--- src/rtl/sc_mac_pkg.sv ---
package sc_mac_pkg;

  typedef struct packed {
    logic load;
    logic step;
  } macCtrl_t;

  function automatic logic [31:0] lfsrMask(input int width);
    logic [31:0] m;
    m = '0;
    case (width)
      18: begin m[17] = 1'b1; m[10] = 1'b1; end
      19: begin m[18] = 1'b1; m[5] = 1'b1; m[1] = 1'b1; m[0] = 1'b1; end
      21: begin m[20] = 1'b1; m[18] = 1'b1; end
      22: begin m[21] = 1'b1; m[20] = 1'b1; end
      23: begin m[22] = 1'b1; m[17] = 1'b1; end
      24: begin m[23] = 1'b1; m[22] = 1'b1; m[21] = 1'b1; m[16] = 1'b1; end
      default: begin m[19] = 1'b1; m[16] = 1'b1; end
    endcase
    return m;
  endfunction

endpackage

--- src/rtl/sc_mac_ctrl.sv ---
module sc_mac_ctrl
  import sc_mac_pkg::*;
#(
  parameter int STREAM_LEN = 256
) (
  input  logic     clk,
  input  logic     rstN,
  input  logic     start,
  output macCtrl_t ctrl,
  output logic     busy,
  output logic     done
);
  localparam int CYC_W = $clog2(STREAM_LEN);
  localparam logic [CYC_W-1:0] LAST = CYC_W'(STREAM_LEN - 1);

  typedef enum logic {ST_IDLE, ST_RUN} state_t;

  state_t     state;
  logic [CYC_W-1:0] cycCnt;
  logic       lastCyc;

  assign lastCyc   = (cycCnt == LAST);
  assign ctrl.load = (state == ST_IDLE) && start;
  assign ctrl.step = (state == ST_RUN);
  assign busy      = (state == ST_RUN);

  always_ff @(posedge clk or negedge rstN) begin
    if (!rstN) begin
      state  <= ST_IDLE;
      cycCnt <= '0;
      done   <= 1'b0;
    end else begin
      done <= 1'b0;
      case (state)
        ST_IDLE: begin
          if (start) begin
            state  <= ST_RUN;
            cycCnt <= '0;
          end
        end
        ST_RUN: begin
          cycCnt <= cycCnt + 1'b1;
          if (lastCyc) begin
            state <= ST_IDLE;
            done  <= 1'b1;
          end
        end
        default: state <= ST_IDLE;
      endcase
    end
  end

  // completion is a single-cycle pulse
  a_r3_done_pulse: assert property (@(posedge clk) disable iff (!rstN)
    done |=> !done);

  // busy falls exactly when done rises
  a_r3_busy_drop: assert property (@(posedge clk) disable iff (!rstN)
    $rose(done) |-> !busy);

  // a start during a run cannot end or restart it early
  a_r9_ignore_busy: assert property (@(posedge clk) disable iff (!rstN)
    (busy && start && !lastCyc) |=> (busy && !done));

  // a run only begins from an accepted start
  a_r2_begin: assert property (@(posedge clk) disable iff (!rstN)
    (!busy && start) |=> busy);

endmodule

--- src/rtl/sc_mac_dp.sv ---
module sc_mac_dp
  import sc_mac_pkg::*;
#(
  parameter int LANES      = 16,
  parameter int OP_W       = 8,
  parameter int STREAM_LEN = 256,
  parameter int CNT_W      = 16,
  parameter int SEED       = 20'hACE15
) (
  input  logic                  clk,
  input  logic                  rstN,
  input  macCtrl_t              ctrl,
  input  logic [LANES*OP_W-1:0] actIn,
  input  logic [LANES*OP_W-1:0] wgtIn,
  output logic [CNT_W-1:0]      count
);
  localparam int LANE_BITS = $clog2(LANES);
  localparam int LFSR_W    = LANE_BITS + 2 * OP_W;
  localparam logic [31:0] MASK32 = lfsrMask(LFSR_W);
  localparam logic [LFSR_W-1:0] TAPS = MASK32[LFSR_W-1:0];
  localparam logic [LFSR_W-1:0] SEED_V = (LFSR_W'(SEED) == '0) ? LFSR_W'(1) : LFSR_W'(SEED);
  localparam logic [OP_W-1:0] OFFSET = OP_W'(1) << (OP_W - 1);

  logic [LFSR_W-1:0]    lfsr;
  logic [LANE_BITS-1:0] selLane;
  logic [OP_W-1:0]      sampA;
  logic [OP_W-1:0]      sampW;
  logic [OP_W-1:0]      magA [LANES];
  logic [OP_W-1:0]      magW [LANES];
  logic [LANES-1:0]     laneHit;
  logic                 orBit;

  assign selLane = lfsr[LFSR_W-1 -: LANE_BITS];
  assign sampA   = lfsr[2*OP_W-1:OP_W];
  assign sampW   = lfsr[OP_W-1:0];

  always_ff @(posedge clk or negedge rstN) begin
    if (!rstN) begin
      lfsr <= SEED_V;
    end else if (ctrl.load) begin
      lfsr <= SEED_V;
    end else if (ctrl.step) begin
      lfsr <= {lfsr[LFSR_W-2:0], ^(lfsr & TAPS)};
    end
  end

  for (genvar i = 0; i < LANES; i++) begin : g_lane
    always_ff @(posedge clk or negedge rstN) begin
      if (!rstN) begin
        magA[i] <= '0;
        magW[i] <= '0;
      end else if (ctrl.load) begin
        magA[i] <= actIn[i*OP_W +: OP_W] ^ OFFSET;
        magW[i] <= wgtIn[i*OP_W +: OP_W] ^ OFFSET;
      end
    end
    assign laneHit[i] = (selLane == LANE_BITS'(i)) &&
                        (sampA < magA[i]) && (sampW < magW[i]);
  end

  assign orBit = |laneHit;

  always_ff @(posedge clk or negedge rstN) begin
    if (!rstN) begin
      count <= '0;
    end else if (ctrl.load) begin
      count <= '0;
    end else if (ctrl.step && orBit) begin
      count <= count + 1'b1;
    end
  end

  // lanes never collide at the OR gate
  a_r5_one_lane: assert property (@(posedge clk) disable iff (!rstN)
    $onehot0(laneHit));

  // count bounded by the stream length
  a_r4_count_max: assert property (@(posedge clk) disable iff (!rstN)
    count <= CNT_W'(STREAM_LEN));

  // count advances by at most one per cycle
  a_r4_unit_step: assert property (@(posedge clk) disable iff (!rstN)
    ctrl.step |=> (count == $past(count) || count == $past(count) + 1'b1));

  // count holds while idle without a new start
  a_r10_hold: assert property (@(posedge clk) disable iff (!rstN)
    (!ctrl.step && !ctrl.load) |=> $stable(count));

  // generator never enters the lock-up state
  a_r8_lfsr_live: assert property (@(posedge clk) disable iff (!rstN)
    lfsr != '0);

endmodule

--- src/rtl/sc_or_mac.sv ---
module sc_or_mac
  import sc_mac_pkg::*;
#(
  parameter int LANES      = 16,
  parameter int STREAM_LEN = 256,
  parameter int SEED       = 20'hACE15
) (
  input  logic             clk,
  input  logic             rstN,
  input  logic             start,
  input  logic [LANES*8-1:0] actIn,
  input  logic [LANES*8-1:0] wgtIn,
  output logic             busy,
  output logic             done,
  output logic [15:0]      count
);
  localparam int OP_W  = 8;
  localparam int CNT_W = 16;

  macCtrl_t ctrl;

  sc_mac_ctrl #(.STREAM_LEN(STREAM_LEN)) u_ctrl (
    .clk  (clk),
    .rstN (rstN),
    .start(start),
    .ctrl (ctrl),
    .busy (busy),
    .done (done)
  );

  sc_mac_dp #(
    .LANES(LANES), .OP_W(OP_W), .STREAM_LEN(STREAM_LEN),
    .CNT_W(CNT_W), .SEED(SEED)
  ) u_dp (
    .clk  (clk),
    .rstN (rstN),
    .ctrl (ctrl),
    .actIn(actIn),
    .wgtIn(wgtIn),
    .count(count)
  );

endmodule

--- config.mk ---
export PLATFORM = sky130hd
export DESIGN_NAME = sc_or_mac
export DESIGN_NICKNAME = d
export VERILOG_FILES = /design/src/rtl/sc_mac_pkg.sv /design/src/rtl/sc_mac_ctrl.sv /design/src/rtl/sc_mac_dp.sv /design/src/rtl/sc_or_mac.sv
export SDC_FILE = /design/constraint.sdc
export NUM_CORES = 1
export LEC_CHECK = 0
export ABC_CLOCK_PERIOD_IN_PS = 3700
export BUFFER_PORTS_ARGS = -buffer_cell sky130_fd_sc_hd__buf_2
export CORE_AREA = 2 2 175 177
export CTS_CLUSTER_DIAMETER = 200
export DETAILED_ROUTE_END_ITERATION = 8
export DIE_AREA = 0 0 177 179
export GPL_TIMING_DRIVEN = 0
export PLACE_DENSITY = 0.78
export RECOVER_POWER = 100
export SETUP_SLACK_MARGIN = 0.1
export SLEW_MARGIN = 30
export SYNTH_ARGS = -nofsm -noshare
export SYNTH_HDL_FRONTEND = slang
export SYNTH_HIERARCHICAL = 1
export SYNTH_SLANG_ARGS = --single-unit
--- constraint.sdc ---
create_clock -name clk -period 3.7 [get_ports clk]
set_input_delay 0 -clock clk [delete_from_list [all_inputs] [get_ports clk]]
set_output_delay 0 -clock clk [all_outputs]
set_load 0.02 [all_outputs]
# Word level (Yosys, flattened, before mapping)
# Cells that the tools add are included.
op_classes:
  magnitude_cmp: 32
  bitwise_logic: 33
  n_addsub: 2
  reduce_logical: 39
  mux: 11
  n_eq_ne: 17
ops:
  columns: ["op", "count"]
  rows:
  - ["$lt A8 B8 Y1", 32]
  - ["$mux W20", 2]
  - ["$logic_and A1 B1 Y1", 34]
  - ["$not A1 Y1", 33]
  - ["$eq A4 B4 Y1 const B", 8]
  - ["$mux W16", 2]
  - ["$reduce_xor A20 Y1", 1]
  - ["$add A16 B1 Y16 const B", 1]
  - ["$eq A4 B3 Y1 const B", 4]
  - ["$pmux W8 S2", 1]
  - ["$reduce_or A16 Y1", 1]
  - ["$add A8 B1 Y8 const B", 1]
  - ["$eq A4 B2 Y1 const B", 2]
  - ["$eq A8 B8 Y1 const B", 1]
  - ["$mux W8", 1]
  - ["$eq A4 B1 Y1 const B", 1]
  - ["$logic_not A4 Y1", 1]
  - ["$mux W1", 4]
  - ["$reduce_bool A2 Y1", 2]
  - ["$ne A2 B2 Y1 const B", 1]
  - ["$pmux W1 S2", 1]
totals:
  output_inout_bits: 18
  register_bits: 302
  word_cells: 171

# Longest topological paths before layout
# Gate-level depths: netlist of run 1.
logic_depth:
  word_depth: 7
  ltp_mapped: 12
  depth_no_buf: 10

# Modules after synthesis
# Netlist of run 1, hierarchy kept.
by_module_without_submodules:
  columns: ["mod", "instances", "area_per_inst_um2", "cells_each", "seq_area_each_um2"]
  rows:
  - ["sc_mac_dp", 1, 16583.4, 1791, 7319.5]
  - ["sc_mac_ctrl", 1, 481.7, 44, 250.2]

# Worst setup path after synthesis of run 1
# OpenSTA, ideal clock, no wires.
synth_path:
  kind: "register -> register"
  startpoint: "register u_dp.lfsr[11]"
  endpoint: "register u_dp.count[8]"
  synth_period_minus_slack_ps: 2700
  path_stages_with_launch: 10
  setup_slack_ps: 1000
  t_required_ps: 3563
  n_path_buf: 1
  arrival_ps: 2562
  setup_time_ps: 137
  path_cell_list: "dfstp_2 > ha_1 > o211ai_1 > or4_1 > o22ai_2 > o221ai_2 > a2111o_1 > nor2_4 > buf_6 > o221ai_1"
synth_between:
  elab_chain_cells: 6
  elab_cells_between_ends: 51
  cone_classes: "order compare (16); reduce/logical (35)"
synth_rtl:
  columns: ["item", "line", "text"]
  rows:
  - ["start, declared", "sc_mac_dp.sv:24", "logic [LFSR_W-1:0] lfsr;"]
  - ["start signal, assigned", "sc_mac_dp.sv:43", "lfsr <= {lfsr[LFSR_W-2:0], ^(lfsr & TAPS)};"]
  - ["$lt A8 B8 Y1", "sc_mac_dp.sv:58", "(sampA < magA[i]) && (sampW < magW[i]);"]
  - ["$logic_and A1 B1 Y1", "sc_mac_dp.sv:57", "assign laneHit[i] = (selLane == LANE_BITS'(i)) &&"]
  - ["$logic_and A1 B1 Y1", "sc_mac_dp.sv:58", null]
  - ["$reduce_or A16 Y1 (*)", "sc_mac_dp.sv:61", "assign orBit = |laneHit;"]
  - ["$logic_and A1 B1 Y1 (*)", "sc_mac_dp.sv:68", "end else if (ctrl.step && orBit) begin"]
  - ["$reduce_bool A2 Y1 (no line) (*)", null, null]
  - ["end signal, assigned", "sc_mac_dp.sv:69", "count <= count + 1'b1;"]
  - ["end, declared", "sc_mac_dp.sv:15", "output logic [CNT_W-1:0] count"]
# Mark *: on every way between the ends. The rest lies on a longest branch, timed or not.
# A chain may end at the register's enable or synchronous reset.

# Worst setup path in the final report of run 1
layout_path:
  startpoint: "register u_dp.lfsr[10]"
  endpoint: "register u_dp.count[7]"
# The elaborated chain is that of the path after synthesis.

==> results.toml, run 1 <==
[run_status]
status = "finished with violations"
violations = "max-capacitance violations, max-slew violations"

[global_route]
grt_max_degree = 89
grt.total_usage_pct = 38.7
grt_pass1_wl_um = 92900
antenna_found_initial = 2
grt_overflow = 0
first_global_vias = 17300

[placement]
place_congestion = 0.900
dp.cells = 2510
portBuffers = 276
placed_area_um2 = 19000
dp_hpwl_um = 36600

[route]
viasPerCell = 5.87
post_drt_wl_per_cell_um = 21.5
antenna_left = 0
finalWirelength_um = 60800
firstDrtPassIters = 6
drtIter0Drc = 1312
drcViolationCount = 0
via_count = 16600

[cells_and_area]
nNetsFinal = 2895
drive_gt1_share_pct = 15.9
final_cell_mix = "285 x dfrtp_1, 262 x buf_2, 258 x dlygate4sd3_1"
stdcell_count = 2833
fin_area_um2 = 22700
areaGrowthSynthToFinish_pct = 32.9
layout_commonest_cell = "dfrtp_1"

[timing]
worstMarginPinSlew_ps = 2350
rsz0062_at_grt = "no"
tns_ps = 0
hold_violations = 0
max_freq_ghz = 0.285
fin_crit_ps = 3510
timing.slew.headroom_pct = -56.7
finalClockSkew_ps = 16.0
finalMaxSlewViolations = 217
setup_viol = 0
period_share_pct = 94.8

[logic_synthesis]
yosysUniqueCellTypes = 70
ys_seq_elements = 302
ys_warn_count = 6
synth_area_per_cell_um2 = 9.30
async_flop_share_pct = 100
syn_inst = 1835
seq_area_frac_synth_pct = 44.4
syn-num-nets = 2320
synthesis.area_um2 = 17100
yosys_most_used_dff = "dfrtp_1"
synth_edf_count = 0

[clocking]
cts_setup_buffers = 0
cts.sinks = 302
cts_made_buffers = 35
cts-root-buf = "clkbuf_16"
cts_max_level = 2
cts_tree = "yes"
clock_latency_ps = 520
clkSlewWorstSetupHoldPaths_ps = 60
clk_path_buf_depth = 3

[floorplan]
core-area_um2 = 30000
die_y_um = 179
dieArea_um2 = 31700
rows = 64
pin_count = 277
die_w_um = 177
start_util_pct = 56.8

[critical_path]
critPathTopFamily = "compound AO/OA/AOI/OAI gates"
setup.worst_path.start_class = "flip-flop"
r2r_start = "u_dp/lfsr[10]"
rr_worst_depth = 10
worst_r2r_endpoint = "u_dp/count[7]"
path_cells = "ha_1 > o21ai_0 > o21bai_1 > a21oi_1 > o221ai_1 > o221ai_2 > a2111o_1 > nor2_4 > buf_6 > o221ai_1"
cp.required_ps = 4080
arrival_ps = 3890
cp_slowest_cell = "dfstp_2"
slowest_delay_ps = 1040
critPathMaxFanout = 18
crit_type = "flip-flop to flip-flop"
worst-path-buf-inv = 1
reg2reg_slack_ps = 190
cp-end-kind = "flip-flop"
cpMostUsedCell = "o221ai_1"

[min_path]
hold_end = "u_dp/magA[87]"
hold_class = "primary input to flip-flop"
min_path_cells = 3
min-delay-start = "actIn[47]"

[power_and_ir_drop]
p_per_area_nw_per_um2 = 624
p_leak_nw = 11.1
ir_worst_vdd_mv = 0.356

[job]
drv_cap = 3
## area by class of cell
class | instances | area, um^2
repair buffers | 538 | 3980
fillers | 2014 | 7340
flip-flops and latches | 302 | 7580
clock buffers | 49 | 1040
plain buffers | 77 | 355
diodes | 2 | 5.00
clock inverters | 13 | 104
inverters | 235 | 882
multi-input cells | 1221 | 8240
well taps | 396 | 495
## metal layers
layer	part of all wire, %	routed length (um)	track usage [%]
met1	39	23400	47.6
met3	8.7	5320	8.04
met2	47	28300	63.6
met4	6.2	3760	21.7
met5	0	0	0
## cell usage after synthesis (10+ instances only)
cell type / instances / share of area (%)
inv_1: 235 / 5.2
a21oi_1: 85 / 2.5
a211oi_1: 11 / 0.48
nand3b_1: 12 / 0.53
o211ai_1: 18 / 0.79
nand4_1: 32 / 1.2
nand3_1: 48 / 1.4
nand2_1: 225 / 4.9
a21o_1: 17 / 0.75
nor2b_1: 21 / 0.77
clkbuf_1: 50 / 1.1
nor2_1: 101 / 2.2
ha_1: 226 / 17
mux2_2: 30 / 2.0
mux2i_1: 12 / 0.70
dfstp_2: 10 / 1.5
a211o_1: 10 / 0.51
o31ai_1: 12 / 0.53
buf_1: 12 / 0.26
dfrtp_1: 292 / 43
o21ai_0: 247 / 7.2
nand2b_1: 16 / 0.59
## through the flow
step	utilization, %	hold WS (ps)	worst slack (ps)	total power [mW]
after global routing	75.5	225	100	15.0
after floorplan	-	-296	1000	8.13
final	75.5	215	191	14.2
after global placement	63.1	198	-2970	9.83
after CTS	75.9	62.1	282	13.9
after detailed placement	63.4	-82.9	301	10.2
## report_power, final
group / switching [mW] / total [mW] / internal [mW]
registers: 1.22 / 5.16 / 3.94
logic: 3.11 / 5.54 / 2.43
clock network: 1.42 / 3.46 / 2.03
total: 5.75 / 14.2 / 8.41
## cell families after synthesis
kind of cell	after synthesis	share of synthesized area (%)
fa+ha+maj	226	16.6
buf+inv	312	7.30
xor+xnor	3	0.154
simple gates	504	13.7
compound gates	446	15.2
flops	302	44.4
mux	42	2.68
## worst max-delay path by stage
stage / start / endpoint / slack, ps / cells past startpoint
3_3_place_gp: rstN / u_dp/magW[13] / -2970 / 1
5_1_grt: u_dp/lfsr[11] / u_dp/count[14] / 100 / 9
4_1_cts: u_dp/lfsr[11] / u_dp/count[7] / 280 / 9
6_report: u_dp/lfsr[10] / u_dp/count[7] / 190 / 10
2_1_floorplan: u_dp/lfsr[11] / u_dp/count[8] / 1000 / 9
3_5_place_dp: u_dp/lfsr[11] / u_dp/count[7] / 300 / 9
## worst min-delay path: stages
cell	delay, ps
dlygate4sd3_1	530
buf_2	110
a21oi_1	50
## flip-flops by register name, summed over array words and instances (netlist names)
register	flops
u_ctrl/cycCnt	8
u_ctrl/busy	1
u_ctrl/done	1
u_dp/magA	128
u_dp/count	16
u_dp/magW	128
u_dp/lfsr	20
## repair_timing
action                                  CTS  global route
hold buffers                            259             0
endpoints found under the setup margin    0            12
resized for setup                         0             1
hold endpoints to repair                468             0
(Power assumes the default switching activity.)
==> run 2, diff against run 1 <==
--- a/config.mk
+++ b/config.mk
@@ -7,16 +7,15 @@
 export LEC_CHECK = 0
 export ABC_CLOCK_PERIOD_IN_PS = 3700
 export BUFFER_PORTS_ARGS = -buffer_cell sky130_fd_sc_hd__buf_2
-export CORE_AREA = 2 2 175 177
+export CORE_AREA = 2 2 197 199
 export CTS_CLUSTER_DIAMETER = 200
 export DETAILED_ROUTE_END_ITERATION = 8
-export DIE_AREA = 0 0 177 179
+export DIE_AREA = 0 0 199 201
 export GPL_TIMING_DRIVEN = 0
-export PLACE_DENSITY = 0.78
+export PLACE_DENSITY = 0.62
 export RECOVER_POWER = 100
 export SETUP_SLACK_MARGIN = 0.1
 export SLEW_MARGIN = 30
 export SYNTH_ARGS = -nofsm -noshare
 export SYNTH_HDL_FRONTEND = slang
-export SYNTH_HIERARCHICAL = 1
 export SYNTH_SLANG_ARGS = --single-unit
==> results.toml, run 2 <==
[timing]
worstMarginPinSlew_ps = 2790
max_freq_ghz = 0.287
finalClockSkew_ps = 23.1
fin_crit_ps = 3490
period_share_pct = 94.3
hold_violations = 0
rsz0062_at_grt = "yes"
finalMaxSlewViolations = 178
setup_viol = 0
timing.slew.headroom_pct = -86.1

[cells_and_area]
drive_gt1_share_pct = 13.8
nNetsFinal = 2972
final_core_util_pct = 59.7
areaGrowthSynthToFinish_pct = 34.9
stdcell_count = 3032
final_cell_mix = "381 x nand2_1, 298 x o21ai_0, 285 x dfrtp_1"
layout_commonest_cell = "nand2_1"
largestRegisters = "u_dp.magA (128), u_dp.magW (128), u_dp.lfsr (20)"

[critical_path]
arrival_ps = 3910
cp.required_ps = 4120
rr_worst_depth = 10
critPathMaxFanout = 10
worst_r2r_endpoint = "u_dp.count[7]"
reg2reg_slack_ps = 210
r2r_start = "u_dp.lfsr[19]"
slowest_delay_ps = 670
crit_type = "flip-flop to flip-flop"
cp-end-kind = "flip-flop"
path_cells = "nor2b_1 > nand2_1 > a2111oi_0 > nand4_1 > and4_1 > nand4_2 > buf_2 > o21ai_0 > a211oi_1 > a21oi_1"
cp_slowest_cell = "nor2b_1"
worst-path-buf-inv = 1
critPathTopFamily = "simple AND/OR/NAND/NOR gates"
setup.worst_path.start_class = "flip-flop"

[logic_synthesis]
synth_edf_count = 0
synth_area_per_cell_um2 = 8.83
async_flop_share_pct = 100
synth_most_common_cell = "nand2_1"
seq_area_frac_synth_pct = 44.9
yosys_most_used_dff = "dfrtp_1"
synth.top_cell.area_share_pct = 43.3
synth.cells.most_frequent = "381 x nand2_1, 298 x o21ai_0, 292 x dfrtp_1, 241 x inv_1, 226 x ha_1"
synth_area_leaders = "dfrtp_1 43%, ha_1 17%, o21ai_0 8.8%"
syn_inst = 1910
ys_seq_elements = 302
yosysUniqueCellTypes = 52
synthesis.area_um2 = 16900
ys_warn_count = 0
yosysTopAreaCell = "dfrtp_1"
syn-num-nets = 2395

[global_route]
antenna_found_initial = 4
grt_max_degree = 74
grt_overflow = 0
grt.total_usage_pct = 29.6
first_global_vias = 16400
grt_pass1_wl_um = 89400

[route]
via_count = 15800
finalWirelength_um = 58500
firstDrtPassIters = 5
antenna_left = 0
drtIter0Drc = 988
post_drt_wl_per_cell_um = 19.3
drcViolationCount = 0
viasPerCell = 5.21

[power_and_ir_drop]
ir_worst_vdd_mv = 0.519
p_leak_nw = 11.1
p_per_area_nw_per_um2 = 771

[floorplan]
core-area_um2 = 38100
rows = 72
dieArea_um2 = 40000
die_w_um = 199
pin_count = 277
die_y_um = 201
start_util_pct = 44.3

[clocking]
cts.sinks = 302
cts-root-buf = "clkbuf_16"
clkSlewWorstSetupHoldPaths_ps = 60
cts_setup_buffers = 0
cts_tree = "yes"
clk_path_buf_depth = 3
cts_made_buffers = 36
clock_latency_ps = 540
cts_max_level = 2

[placement]
portBuffers = 276
dp_hpwl_um = 38700
dp.cells = 2708
place_congestion = 0.819

[min_path]
min_path_cells = 3
hold_end = "u_dp.magW[127]"
min-delay-start = "wgtIn[7]"
hold_class = "primary input to flip-flop"

[job]
drv_cap = 3

[run_status]
violations = "max-capacitance violations, max-slew violations"
status = "finished with violations"
run 2: cell count changes in the layout (fill, tap and decap cells not counted), moves of 11 or more:
cell,delta
nand2b_1,+12
mux2_2,-27
clkbuf_1,+11
o21ai_0,+50
nand3b_1,-12
nand3_1,-21
nor2_1,-30
nand2_1,+156
a21oi_1,-26
run 2: worst register-to-register path, cell delays in order (launching register included):
cell and delay, ps:
dfstp_1 590, nor2b_1 670, nand2_1 220, a2111oi_0 410, nand4_1 280, and4_1 280
nand4_2 230, buf_2 280, o21ai_0 100, a211oi_1 250, a21oi_1 60
run 2: final cells by class:
cell class | instances | area [um^2]
flip-flops and latches | 302 | 7610
multi-input cells | 1292 | 8120
plain buffers | 75 | 303
fillers | 3311 | 15400
inverters | 241 | 905
diodes | 2 | 5.00
well taps | 518 | 648
repair buffers | 539 | 4020
clock buffers | 52 | 1050
clock inverters | 11 | 92.6
run 2: what timing repair did:
| item | 4_1_cts | 5_1_grt |
|---|---|---|
| endpoints found under the hold margin | 434 | 0 |
| pin swaps | 0 | 1 |
| setup endpoints to repair | 16 | 15 |
| hold buffers | 259 | 0 |
| resized for setup | 8 | 9 |
run 2: cell families (layout without fill, tap and decap cells):
group | count (synthesis) | after routing | share of synthesized area (%)
compound gates | 466 | 466 | 15.6
fa+ha+maj | 226 | 226 | 16.8
mux | 6 | 6 | 0.356
flops | 302 | 302 | 44.9
buf+inv | 316 | 918 | 7.15
simple gates | 594 | 594 | 15.3
other cells | 0 | 2 | 0
run 2: worst max-delay path by stage:
stage | from | endpoint | slack, ps | cells after the start
global route | u_dp.lfsr[0] | u_dp.count[6] | 70 | 11
global placement | rstN | u_dp.magW[12] | -3160 | 1
finish | u_dp.lfsr[19] | u_dp.count[7] | 210 | 10
CTS | u_dp.lfsr[0] | u_dp.count[6] | 110 | 11
floorplan | u_dp.lfsr[1] | u_dp.count[3] | 920 | 10
detailed placement | u_dp.lfsr[9] | u_dp.count[13] | -150 | 9
run 2: metrics by stage:
stage,power (mW),setup WS (ps),instance area [um^2],hold WS [ps],setup TNS [ps]
finish,17.5,211,22800,198,0
global route,19.1,68.3,22800,196,0
CTS,17.5,108,22800,46.9,0
detailed placement,13.7,-149,19000,-76.2,-1030
global placement,13.2,-3160,18900,194,-930050
floorplan,10.9,916,16900,-296,0
run 2: routing by layer:
layer	vias up	track usage [%]	share of wire, %
li1	7580	-	-
met1	7628	39.4	44
met2	465	49.7	48
met3	132	3.55	5.0
met4	2	10.7	3.8
met5	-	0	0.024
run 2: where the power goes:
group	internal, mW	total, mW	switching, mW
registers	4.99	6.52	1.52
clock network	2.05	3.49	1.44
logic	3.21	7.52	4.31
